**config.mk**
```make
export PLATFORM = sky130hd
export DESIGN_NAME = adc_csr
export DESIGN_NICKNAME = d
export VERILOG_FILES = /design/src/rtl/adc_pkg.sv /design/src/rtl/adc_sync.sv /design/src/rtl/adc_sticky.sv /design/src/rtl/adc_ctrl_bits.sv /design/src/rtl/adc_csr.sv
export SDC_FILE = /design/constraint.sdc
export NUM_CORES = 1
export LEC_CHECK = 0
export BUFFER_PORTS_ARGS = -buffer_cell sky130_fd_sc_hd__buf_2
export CAP_MARGIN = 20
export CORE_MARGIN = 5
export CORE_UTILIZATION = 40
export DETAILED_ROUTE_END_ITERATION = 8
export PLACE_DENSITY = 0.92
export SLEW_MARGIN = 20
export SYNTH_ARGS = -nofsm -noshare
export SYNTH_HDL_FRONTEND = slang
export SYNTH_SLANG_ARGS = --single-unit
```
**constraint.sdc**
```tcl
create_clock -name clk -period 1.62 [get_ports clk]
set_input_delay 0.162 -clock clk [delete_from_list [all_inputs] [get_ports clk]]
set_output_delay 0.162 -clock clk [all_outputs]
set_load 0.05 [all_outputs]
```
**src/rtl/adc_pkg.sv**
```systemverilog
package adc_pkg;
  // Number of control bits and sticky flags held in the word
  localparam int unsigned N_CTRL = 6;
  localparam int unsigned N_FLAG = 3;

  // Flag indices inside the flag vector
  localparam int unsigned FL_SENSE = 0;
  localparam int unsigned FL_DROP  = 1;
  localparam int unsigned FL_TMO   = 2;

  // Bit position of control index i within the register word
  function automatic int unsigned ctrl_pos(int unsigned i);
    case (i)
      0: return 0;   // system-reset pull
      1: return 1;   // TAP reset pull
      2: return 3;   // target power
      3: return 4;   // LED 0
      4: return 5;   // LED 1
      default: return 8; // adaptive clock select
    endcase
  endfunction

  // Bit position of flag index i within the register word
  function automatic int unsigned flag_pos(int unsigned i);
    case (i)
      0: return 6;
      1: return 7;
      default: return 10;
    endcase
  endfunction

  // 1 when the flag is re-armed through the set offset, 0 for the clear offset
  function automatic bit flag_clr_on_set(int unsigned i);
    return (i != FL_TMO);
  endfunction
endpackage

```
**src/rtl/adc_sync.sv**
```systemverilog
module adc_sync #(
  parameter int unsigned WIDTH  = 2,
  parameter int unsigned STAGES = 2
) (
  input  logic             clk,
  input  logic             rst,
  input  logic [WIDTH-1:0] d_i,
  output logic [WIDTH-1:0] q_o
);
  logic [WIDTH-1:0] chain_q [STAGES];

  always_ff @(posedge clk) begin
    if (rst) begin
      for (int s = 0; s < STAGES; s++) chain_q[s] <= '0;
    end else begin
      chain_q[0] <= d_i;
      for (int s = 1; s < STAGES; s++) chain_q[s] <= chain_q[s-1];
    end
  end

  assign q_o = chain_q[STAGES-1];
endmodule

```
**src/rtl/adc_sticky.sv**
```systemverilog
module adc_sticky #(
  parameter int unsigned N = 3
) (
  input  logic         clk,
  input  logic         rst,
  input  logic [N-1:0] event_i,
  input  logic [N-1:0] clr_i,
  output logic [N-1:0] flag_o
);
  for (genvar g = 0; g < N; g++) begin : g_flag
    always_ff @(posedge clk) begin
      if (rst)             flag_o[g] <= 1'b0;
      else if (event_i[g]) flag_o[g] <= 1'b1;   // event wins over clear
      else if (clr_i[g])   flag_o[g] <= 1'b0;
    end
  end
endmodule

```
**src/rtl/adc_ctrl_bits.sv**
```systemverilog
module adc_ctrl_bits #(
  parameter int unsigned N = 6
) (
  input  logic         clk,
  input  logic         rst,
  input  logic [N-1:0] set_i,
  input  logic [N-1:0] clr_i,
  output logic [N-1:0] q_o
);
  always_ff @(posedge clk) begin
    if (rst) q_o <= '0;
    else     q_o <= (q_o | set_i) & ~clr_i;
  end
endmodule

```
**src/rtl/adc_csr.sv**
```systemverilog
module adc_csr #(
  parameter int unsigned        ADDR_W      = 8,
  parameter int unsigned        DATA_W      = 32,
  parameter logic [ADDR_W-1:0]  SET_OFS     = 'h10,
  parameter logic [ADDR_W-1:0]  CLR_OFS     = 'h14,
  parameter int unsigned        SYNC_STAGES = 2
) (
  input  logic              clk,
  input  logic              rst,
  input  logic [ADDR_W-1:0] bus_addr,
  input  logic              bus_we,
  input  logic [DATA_W-1:0] bus_wdata,
  output logic [DATA_W-1:0] bus_rdata,
  input  logic              sysrst_sense_i,
  input  logic              pwr_drop_i,
  input  logic              rclk_tmo_i,
  output logic              sysrst_pull_o,
  output logic              taprst_pull_o,
  output logic              tgt_pwr_en_o,
  output logic [1:0]        led_o,
  output logic              adapt_clk_en_o
);
  import adc_pkg::*;

  logic                 wr_set, wr_clr;
  logic [N_CTRL-1:0]    ctrl_set, ctrl_clr, ctrl_q;
  logic [N_FLAG-1:0]    flag_evt, flag_clr, flags_q;
  logic [1:0]           sense_sync;
  logic [DATA_W-1:0]    word;
  logic                 unused_wdata;

  assign wr_set = bus_we && (bus_addr == SET_OFS);
  assign wr_clr = bus_we && (bus_addr == CLR_OFS);
  assign unused_wdata = ^bus_wdata;

  for (genvar c = 0; c < N_CTRL; c++) begin : g_ctrl_dec
    assign ctrl_set[c] = wr_set & bus_wdata[ctrl_pos(c)];
    assign ctrl_clr[c] = wr_clr & bus_wdata[ctrl_pos(c)];
  end

  for (genvar f = 0; f < N_FLAG; f++) begin : g_flag_dec
    if (flag_clr_on_set(f)) begin : g_by_set
      assign flag_clr[f] = wr_set & bus_wdata[flag_pos(f)];
    end else begin : g_by_clr
      assign flag_clr[f] = wr_clr & bus_wdata[flag_pos(f)];
    end
  end

  adc_sync #(.WIDTH(2), .STAGES(SYNC_STAGES)) u_sync (
    .clk (clk),
    .rst (rst),
    .d_i ({pwr_drop_i, sysrst_sense_i}),
    .q_o (sense_sync)
  );

  assign flag_evt[FL_SENSE] = sense_sync[0];
  assign flag_evt[FL_DROP]  = sense_sync[1];
  assign flag_evt[FL_TMO]   = rclk_tmo_i;

  adc_ctrl_bits #(.N(N_CTRL)) u_ctrl (
    .clk   (clk),
    .rst   (rst),
    .set_i (ctrl_set),
    .clr_i (ctrl_clr),
    .q_o   (ctrl_q)
  );

  adc_sticky #(.N(N_FLAG)) u_sticky (
    .clk     (clk),
    .rst     (rst),
    .event_i (flag_evt),
    .clr_i   (flag_clr),
    .flag_o  (flags_q)
  );

  always_comb begin
    word = '0;
    for (int c = 0; c < N_CTRL; c++) word[ctrl_pos(c)] = ctrl_q[c];
    for (int f = 0; f < N_FLAG; f++) word[flag_pos(f)] = flags_q[f];
  end

  always_ff @(posedge clk) begin
    if (rst)                     bus_rdata <= '0;
    else if (bus_addr == SET_OFS) bus_rdata <= word;
    else                         bus_rdata <= '0;
  end

  assign sysrst_pull_o  = ctrl_q[0];
  assign taprst_pull_o  = ctrl_q[1];
  assign tgt_pwr_en_o   = ctrl_q[2];
  assign led_o          = ctrl_q[4:3];
  assign adapt_clk_en_o = ctrl_q[5];
endmodule

```
==> results of run 1 <==
## registers in the layout, summed over array words and instances, names as in the netlist
| signal | flops |
|---|---|
| u_sticky.flag_o | 3 |
| u_sync.chain_q | 4 |
| bus_rdata | 9 |
| u_ctrl.q_o | 6 |
## per-layer routing
metal	part of all wire (%)	track usage [%]	wire, um	up-vias
met1	35	10.5	693	329
met5	0	0	0	-
met3	11	3.24	220	0
met4	0	4.75	0	0
li1	-	-	-	356
met2	55	20.7	1100	29
## final timing paths
check,depth (start not counted),to,slack [ns]
min,2,u_sticky.flag_o[2],0.06
min reg2reg,2,u_sticky.flag_o[0],0.44
max reg2reg,3,u_sticky.flag_o[1],0.85
max,1,tgt_pwr_en_o,0.52
## logic make-up (layout without fill, tap and decap cells)
group                  Yosys count  in the layout  share of synthesized area, %
AOI/OAI and AO/OA                7              7                          6.25
and+or+nand+nor                 33             33                          24.5
DFF                             22             22                          44.0
other                            1             23                         0.375
muxes                            5              5                          5.00
buffers and inverters           29             45                          19.9
## through the flow
| stage | util [%] | hold WS [ns] | std cells | setup slack, ns |
|---|---|---|---|---|
| final | 47.6 | 0.0575 | 165 | 0.517 |
| after global routing | 47.6 | 0.0401 | 165 | 0.468 |
| after CTS | 47.6 | 0.0422 | 165 | 0.502 |
| after detailed placement | 46.1 | 0.373 | 161 | 0.376 |
| after global placement | 46.1 | 0.358 | 161 | 0.450 |
| after floorplan | - | 0.271 | 119 | 0.581 |
## cell type report
type / instances / area (sq um)
timing repair buffer: 37 / 185
clock buffer: 4 / 36.3
tap: 30 / 37.5
multi-input combinational: 68 / 444
inverter: 4 / 15.0
sequential: 22 / 440
fill: 248 / 1270
## placed cells by master, fill, tap and decap left out
cell type  instances
a311oi_2           1
nor3b_4            2
nor2_1             1
nand2b_1           5
a41o_1             2
a311oi_1           1
a21oi_1            2
and3_1             2
clkbuf_8           1
conb_1            23
or2_2              1
a41oi_1            1
buf_2             37
and2_1             9
clkbuf_4           3
dfxtp_1           22
mux2i_1            5
inv_1              4
nand4_1            5
nor3_1             1
nor4b_4            1
nor2b_1            5
nor2_2             1
## synthesized netlist by cell type
cell type	number
nor2_1	1
nor3b_4	2
a41o_1	2
a41oi_1	1
inv_1	4
a21oi_1	2
and3_1	2
nor3_1	1
dfxtp_1	22
buf_4	24
a311oi_1	1
clkbuf_1	1
and2_1	9
nand2b_1	5
nor4b_4	1
nand4_1	5
nor2b_1	5
a311oi_2	1
or2_2	1
nor2_2	1
mux2i_1	5
conb_1	1
## where the power goes
part	internal (W)	total, W	switching (W)
logic	0.0000371	0.000192	0.000155
clock network	0.000137	0.000290	0.000153
registers	0.000550	0.000553	0.00000301
total	0.000724	0.00103	0.000311
==> key figures, run 1 <==
Worst setup path
  – Max incr delay on CP: 0.37 ns
  – CP max-delay cell: dfxtp_1
  – Crit. End Element: output port
  – CP arrival: 0.94 ns
  – Crit Path Class: reg2out
  – Worst Setup Start Kind: flip-flop
  – R2r startpoint: u_sticky.flag_o[1]
  – Crit-path cells: buf_2
  – Crit Path Max Fanout: 3
  – Worst Path Required: 1.46 ns
  – Worst path buffer plus inverter count: 1
  – CP startpoint: u_ctrl.q_o[2]
  – CP top delay family: flip-flops

Placed design
  – IO Port Bufs: 37
  – Placed inst area: 0.00112 sq mm
  – Final GP Congestion: 0.806
  – Dpl hpwl: 1680 um

Route
  – Drt total wl: 2010 um
  – Routed Antenna Nets: 0
  – WL/cell: 12.2 um
  – # DRC: 0
  – Vias per cell: 4.33
  – 1st-iter DRT viols: 17
  – Drt pass-1 iters: 2
  – Vias post-DR: 714

Pwr
  – Pwr dens: 893 mW/mm^2
  – P_leak: 0.596 nW
  – Tot Pwr: 0.00103 W
  – VDD IR max: 0.000529 V

STA
  – Setup TNS: 0 ns
  – Final setup violating endpoints: 0
  – Final worst path period share: 68.1%
  – Max-slew violations: 0
  – Final Hold Fails: 0
  – Max Freq: 907 MHz
  – RSZ-0062 raised after global routing: no
  – Skew final: 0.000272 ns
  – Final min period: 1.10 ns

Yosys
  – Synth warn: 0
  – Avg Inst Size Synth: 10.3 sq um
  – Top cell type's share of synthesized area: 44.0%
  – Post-synthesis cell area: 0.00100 sq mm
  – Synthesis-stage register bit count: 22
  – Synth area leader: dfxtp_1
  – Distinct cells, synth: 22
  – Area contributors post-synth: dfxtp_1, buf_4, and2_1
  – Cells after Synth: 97
  – Register area share after synthesis: 44.0%

Floorplanning
  – Die area: 0.00360 sq mm
  – Row count: 18
  – Initial Util: 41.2%
  – Die height: 60.0 um
  – Num ports: 84
  – Die Width: 60.0 um
  – Core area: 0.00243 sq mm

Layout
  – Share of cells above drive strength 1: 34.8%
  – # diodes: 0
  – Final Instance Area: 0.00116 sq mm
  – Final #Nets: 182
  – P&R area growth vs syn: 15.7%

Clock network
  – CTS tree: done
  – Post-CTS Hold Buffers: 0
  – Clk Latency, worst-skew pair: 0.29 ns
  – Longest Clk Path Bufs: 2
  – Setup Buffers After CTS: 0
  – H-tree levels: 1
  – # resized after CTS: 0
  – Clk sinks: 22
  – Clock Tree Root: clkbuf_4
  – Clock slew at reported path FFs: 0.11 ns
  – Cts bufs inserted: 3

Global routing
  – Remaining Overflow, GRT: 0
  – Total GRT Usage: 10.8%
  – Initial antenna violation count: 0
  – Largest net degree at the start of global routing: 16
  – Vias in the first global route: 715
  – Global-route wire length before repair: 2900 um

Run
  – Max_cap viols: 0

Run status
  – Status: completed

Hold path
  – Min-Delay Path Class: in2reg
  – Hold path startpoint: bus_wdata[10]
Power figures use the tool's default switching activity.
==> run 2, diff against run 1 <==
--- a/config.mk
+++ b/config.mk
@@ -8,9 +8,9 @@
 export BUFFER_PORTS_ARGS = -buffer_cell sky130_fd_sc_hd__buf_2
 export CAP_MARGIN = 20
 export CORE_MARGIN = 5
-export CORE_UTILIZATION = 40
+export CORE_UTILIZATION = 34
 export DETAILED_ROUTE_END_ITERATION = 8
-export PLACE_DENSITY = 0.92
+export PLACE_DENSITY = 0.84
 export SLEW_MARGIN = 20
 export SYNTH_ARGS = -nofsm -noshare
 export SYNTH_HDL_FRONTEND = slang
==> constraint.sdc (replaced) <==
create_clock -name clk -period 0.9 [get_ports clk]
set_input_delay 0.09 -clock clk [delete_from_list [all_inputs] [get_ports clk]]
set_output_delay 0.09 -clock clk [all_outputs]
set_load 0.05 [all_outputs]
==> run 2 against run 1 <==
The flow now finishes with violations (setup timing). Register-to-register slack worse by 0.81 ns. Highest routed layer is now met4. First-iteration DRC count up 18%. Sequential share of layout area down 6.8 points. Combinational power up 100%. Clock power up 84%. Power up 85%. Final area up 27%. Routed wire length up 16%.
==> key figures, run 2 (same netlist as run 1, synthesis figures left out) <==
STA
  – Final setup violating endpoints: 1
  – RSZ-0062 raised after global routing: yes
  – Worst setup margin: -0.00636 ns
  – Final min period: 0.906 ns
  – Max Freq: 1100 MHz
  – Final worst path period share: 101%
  – Max-slew violations: 0
  – Hold WS: 0.0653 ns
  – Final Hold Fails: 0
  – Skew final: 0.000549 ns

Placed design
  – Final GP Congestion: 0.728
  – IO Port Bufs: 37
  – Placed Cells incl. Taps: 171
  – Dpl hpwl: 1700 um
  – Placed inst area: 0.00119 sq mm

Floorplanning
  – Die Width: 64.3 um
  – Initial Util: 36.0%
  – Die height: 64.3 um
  – Core area: 0.00278 sq mm
  – Num ports: 84
  – Die area: 0.00413 sq mm
  – Row count: 19

Run
  – Max_cap viols: 0

Layout
  – Most frequent cells in the layout: conb_1, buf_2, buf_4, dfxtp_2, buf_8
  – Fin cells: 186
  – Final #Nets: 202
  – Top flop regs: bus_rdata x9, u_ctrl.q_o x6, u_sync.chain_q x4
  – Share of cells above drive strength 1: 50.3%
  – Largest register FFs: 9
  – Final Instance Area: 0.00147 sq mm
  – # diodes: 0
  – Final Util: 52.9%
  – P&R area growth vs syn: 46.9%
  – Most common cell after layout, fill and taps aside: conb_1
  – Largest Register: bus_rdata

Hold path
  – Min-Delay Path Class: in2reg
  – Hold path cells: 3
  – Worst hold endpoint: u_ctrl.q_o[1]
  – Hold path startpoint: bus_wdata[1]

Global routing
  – Initial antenna violation count: 0
  – Largest net degree at the start of global routing: 14
  – Remaining Overflow, GRT: 0
  – Vias in the first global route: 787
  – Total GRT Usage: 10.4%
  – Global-route wire length before repair: 3460 um

Pwr
  – VDD IR max: 0.00121 V
  – P_leak: 0.723 nW
  – Pwr dens: 1300 mW/mm^2

Worst setup path
  – Crit Path Class: reg2out
  – Crit. End Element: output port
  – Crit Path Max Fanout: 2
  – R2r startpoint: u_ctrl.q_o[0]
  – Crit-path cells: buf_8
  – Worst path buffer plus inverter count: 1
  – CP max-delay cell: dfxtp_2
  – CP top delay family: flip-flops
  – Worst Setup Start Kind: flip-flop
  – R2R setup slack: 0.04 ns
  – Max incr delay on CP: 0.37 ns
  – FF-to-FF End: u_ctrl.q_o[0]
  – Worst Path Required: 0.81 ns
  – Reg2reg path depth: 3
  – CP arrival: 0.82 ns

Clock network
  – Clk Latency, worst-skew pair: 0.30 ns
  – Longest Clk Path Bufs: 2
  – CTS tree: done
  – Cts bufs inserted: 3
  – H-tree levels: 1
  – Clock slew at reported path FFs: 0.12 ns
  – Clock Tree Root: clkbuf_4
  – Clk sinks: 22

Route
  – Vias post-DR: 803
  – WL/cell: 12.5 um
  – Drt total wl: 2320 um
  – 1st-iter DRT viols: 20
  – Drt pass-1 iters: 4
  – # DRC: 0
  – Vias per cell: 4.32
  – Routed Antenna Nets: 0

Run status
  – Status: complete, but fails checks
  – Failing checks: setup timing
-- run 2: cell count changes in the layout (fill, tap and decap cells not counted), sizes merged --
cell	delta
buf	+16
dlygate4sd3	+4
-- run 2: worst min-delay path: cells and delay by family --
kind                   cells  cell delay, ns
AND/OR/NAND/NOR            1            0.07
buffers and inverters      1            0.10
multiplexers               1            0.07
-- run 2: through the flow --
stage	worst slack, ns	TNS [ns]	total power [W]
floorplan	0.000837	0	0.00136
global placement	-0.133	-1.90	0.00138
detailed placement	-0.187	-2.58	0.00139
CTS	-0.0175	-0.0482	0.00193
global route	-0.0510	-0.464	0.00201
finish	-0.00636	-0.00636	0.00191
-- run 2: layer usage --
| metal | share of wire (%) | up-vias | wire (um) | GRT usage, % |
|---|---|---|---|---|
| li1 | - | 395 | - | - |
| met1 | 38 | 370 | 890 | 11.0 |
| met2 | 51 | 36 | 1190 | 19.3 |
| met3 | 9.9 | 2 | 229 | 2.98 |
| met4 | 0.39 | 0 | 9 | 3.82 |
| met5 | 0 | - | 0 | 0 |
-- run 2: worst max-delay path by stage --
| stage | end | cells past startpoint | slack (ns) | start |
|---|---|---|---|---|
| floorplan | u_ctrl.q_o[1] | 2 | 0.0008 | u_ctrl.q_o[1] |
| global route | taprst_pull_o | 1 | -0.05 | u_ctrl.q_o[1] |
| finish | taprst_pull_o | 1 | -0.006 | u_ctrl.q_o[1] |
| global placement | bus_rdata[6] | 4 | -0.13 | bus_addr[5] |
| CTS | taprst_pull_o | 1 | -0.02 | u_ctrl.q_o[1] |
| detailed placement | bus_rdata[4] | 4 | -0.19 | bus_addr[5] |
-- run 2: layout make-up --
type	count	area, sq um
well taps	31	38.8
fillers	230	1310
clock buffers	4	36.3
repair buffers	57	477
flip-flops and latches	22	459
inverters	4	15.0
multi-input cells	68	444
-- run 2: where the power goes --
part,internal (W),total [W],switching [W],leakage [nW]
logic,0.000101,0.000387,0.000287,0.516
registers,0.000989,0.000994,0.00000475,0.186
clock network,0.000247,0.000533,0.000286,0.0210
total,0.00134,0.00191,0.000578,0.723
-- run 2: what timing repair did --
| action | in CTS | in global routing |
|---|---|---|
| cloned | 0 | 0 |
| endpoints found under the hold margin | 4 | 0 |
| setup endpoints to repair | 15 | 15 |
| gates resized for setup | 47 | 7 |
| hold buffers | 4 | 0 |
| setup buffers | 6 | 1 |
==> run 3, diff against run 2 <==
--- a/config.mk
+++ b/config.mk
@@ -10,6 +10,7 @@
 export CORE_MARGIN = 5
 export CORE_UTILIZATION = 34
 export DETAILED_ROUTE_END_ITERATION = 8
+export GPL_TIMING_DRIVEN = 0
 export PLACE_DENSITY = 0.84
 export SLEW_MARGIN = 20
 export SYNTH_ARGS = -nofsm -noshare
==> constraint.sdc (replaced) <==
create_clock -name clk -period 0.9 [get_ports clk]
set_input_delay 0.09 -clock clk [delete_from_list [all_inputs] [get_ports clk]]
set_output_delay 0.09 -clock clk [all_outputs]
set_load 0.005 [all_outputs]
==> run 3 against run 2 <==
The flow now finishes without violations. Via count grew 0.50%. Routed wire length shrank 11%. Worst hold slack lost 0.0032 ns. Sequential power is essentially flat. Fmax grew 4.1%. Register-to-register slack gained 0.08 ns. Core utilization shrank 2.8 points. Global-route usage shrank 0.95 points. Sequential cell count is the same. Final area shrank 5.4%. First-iteration DRC count shrank 25%. Cell count grew 4.8%. Critical path type is now in2reg. Largest power group unchanged.
==> key figures, run 3 (same netlist as run 1, synthesis figures left out) <==
Pwr
  – Gate power share: 14.0%
  – Pwr dens: 1270 mW/mm^2
  – Net Sw Power: 0.000384 W
  – Internal power: 0.00138 W
  – VDD IR max: 0.000996 V
  – P_leak: 0.748 nW
  – Tot Pwr: 0.00176 W
  – Seq pwr share: 56.5%
  – Clock group share of total power: 29.6%
  – Sw Share: 21.8%

Floorplanning
  – Row count: 19
  – Num ports: 84
  – Die area: 0.00413 sq mm
  – Die height: 64.3 um
  – Initial Util: 36.0%
  – Core area: 0.00278 sq mm
  – Die Width: 64.3 um

Layout
  – P&R area growth vs syn: 39.0%
  – Largest Register: bus_rdata
  – Final Util: 50.0%
  – Largest register FFs: 9
  – Most common cell after layout, fill and taps aside: buf_2
  – # diodes: 0
  – Most frequent cells in the layout: buf_2, buf_4, conb_1, dfxtp_1, and2_1
  – Top flop regs: bus_rdata x9, u_ctrl.q_o x6, u_sync.chain_q x4
  – Final #Nets: 211
  – Fin cells: 195
  – Final Instance Area: 0.00139 sq mm
  – Share of cells above drive strength 1: 47.0%

STA
  – RSZ-0062 raised after global routing: no
  – Max-slew violations: 0
  – Final min period: 0.870 ns
  – Final Hold Fails: 0
  – Setup TNS: 0 ns
  – Skew final: 0.00465 ns
  – Max Freq: 1150 MHz
  – Final setup violating endpoints: 0
  – Final worst path period share: 96.7%

Global routing
  – Remaining Overflow, GRT: 0
  – Total GRT Usage: 9.48%
  – Largest net degree at the start of global routing: 13
  – Global-route wire length before repair: 3190 um
  – Initial antenna violation count: 0
  – Vias in the first global route: 764

Route
  – Drt pass-1 iters: 4
  – 1st-iter DRT viols: 15
  – # DRC: 0
  – Drt total wl: 2070 um
  – Routed Antenna Nets: 0
  – WL/cell: 10.6 um
  – Vias per cell: 4.14
  – Vias post-DR: 807

Placed design
  – IO Port Bufs: 37
  – Placed Cells incl. Taps: 187
  – Placed inst area: 0.00131 sq mm
  – Final GP Congestion: 0.717
  – Dpl hpwl: 1710 um

Clock network
  – Longest Clk Path Bufs: 2
  – Setup Buffers After CTS: 0
  – CTS tree: done
  – Clock slew at reported path FFs: 0.12 ns
  – Cts bufs inserted: 3
  – Clk Latency, worst-skew pair: 0.30 ns
  – H-tree levels: 1
  – Clk sinks: 22
  – Clock Tree Root: clkbuf_4

Hold path
  – Min-Delay Path Class: in2reg
  – Hold path startpoint: rclk_tmo_i

Worst setup path
  – Worst Setup Start Kind: input pin
  – CP max-delay cell: dlygate4sd3_1
  – Crit Path Max Fanout: 2
  – Crit. End Element: flip-flop
  – Max incr delay on CP: 0.52 ns
  – Crit Path Class: in2reg
  – CP startpoint: bus_wdata[0]
  – Crit-path cells: dlygate4sd3_1 > buf_2 > a41oi_1 > a311oi_2
  – Worst path buffer plus inverter count: 2
  – Worst Path Required: 1.11 ns
  – CP arrival: 1.08 ns
  – R2r startpoint: u_sticky.flag_o[1]
  – CP top delay family: buffers and inverters

Run status
  – Status: completed

Run
  – Max_cap viols: 0
==> run 3: path summary, 6_finish.rpt <==
check	endpoint	slack (ns)	cells after the start
max reg2reg	u_sticky.flag_o[1]	0.12	3
max	u_ctrl.q_o[0]	0.03	4
min reg2reg	u_sticky.flag_o[0]	0.44	2
min	u_sticky.flag_o[2]	0.06	3
==> run 3: metal layers <==
| layer | vias up | track usage (%) | wire length (um) |
|---|---|---|---|
| met5 | - | 0 | 0 |
| met4 | 0 | 2.29 | 6 |
| met3 | 2 | 3.50 | 203 |
| met2 | 36 | 17.0 | 1040 |
| met1 | 357 | 10.4 | 827 |
| li1 | 412 | - | - |
==> run 3: what timing repair did <==
item | CTS | global route
setup endpoints to repair | 1 | 5
hold buffers | 4 | 0
gates resized for setup | 1 | 5
hold endpoints to repair | 4 | 0
==> run 3: final cells by class <==
type,count,area (sq um)
sequential,22,448
multi-input combinational,68,444
tap,31,38.8
fill,270,1390
buffer,25,184
clock buffer,4,36.3
inverter,4,15.0
timing repair buffer,41,225
==> run 3: tightest hold or removal path, cell delays in order <==
cell	delay (ns)
buf_2	0.11
nor2_1	0.08
a311oi_1	0.05
==> run 3: power by group through the flow <==
stage	Sequential, W	Combinational [W]	Clock [W]
2_1_floorplan	0.00102	0.000150	0
3_3_place_gp	0.00102	0.000226	0
3_5_place_dp	0.00102	0.000228	0
4_1_cts	0.000995	0.000242	0.000539
5_1_grt	0.000997	0.000275	0.000584
6_report	0.000995	0.000246	0.000521
==> run 3: stage by stage <==
| stage | hold slack, ns | setup WS [ns] |
|---|---|---|
| 6_report | 0.0621 | 0.0297 |
| 5_1_grt | 0.0430 | 0.00497 |
| 4_1_cts | 0.0563 | 0.0191 |
| 3_5_place_dp | 0.299 | -0.221 |
| 3_3_place_gp | 0.302 | -0.195 |
| 2_1_floorplan | 0.199 | 0.0309 |
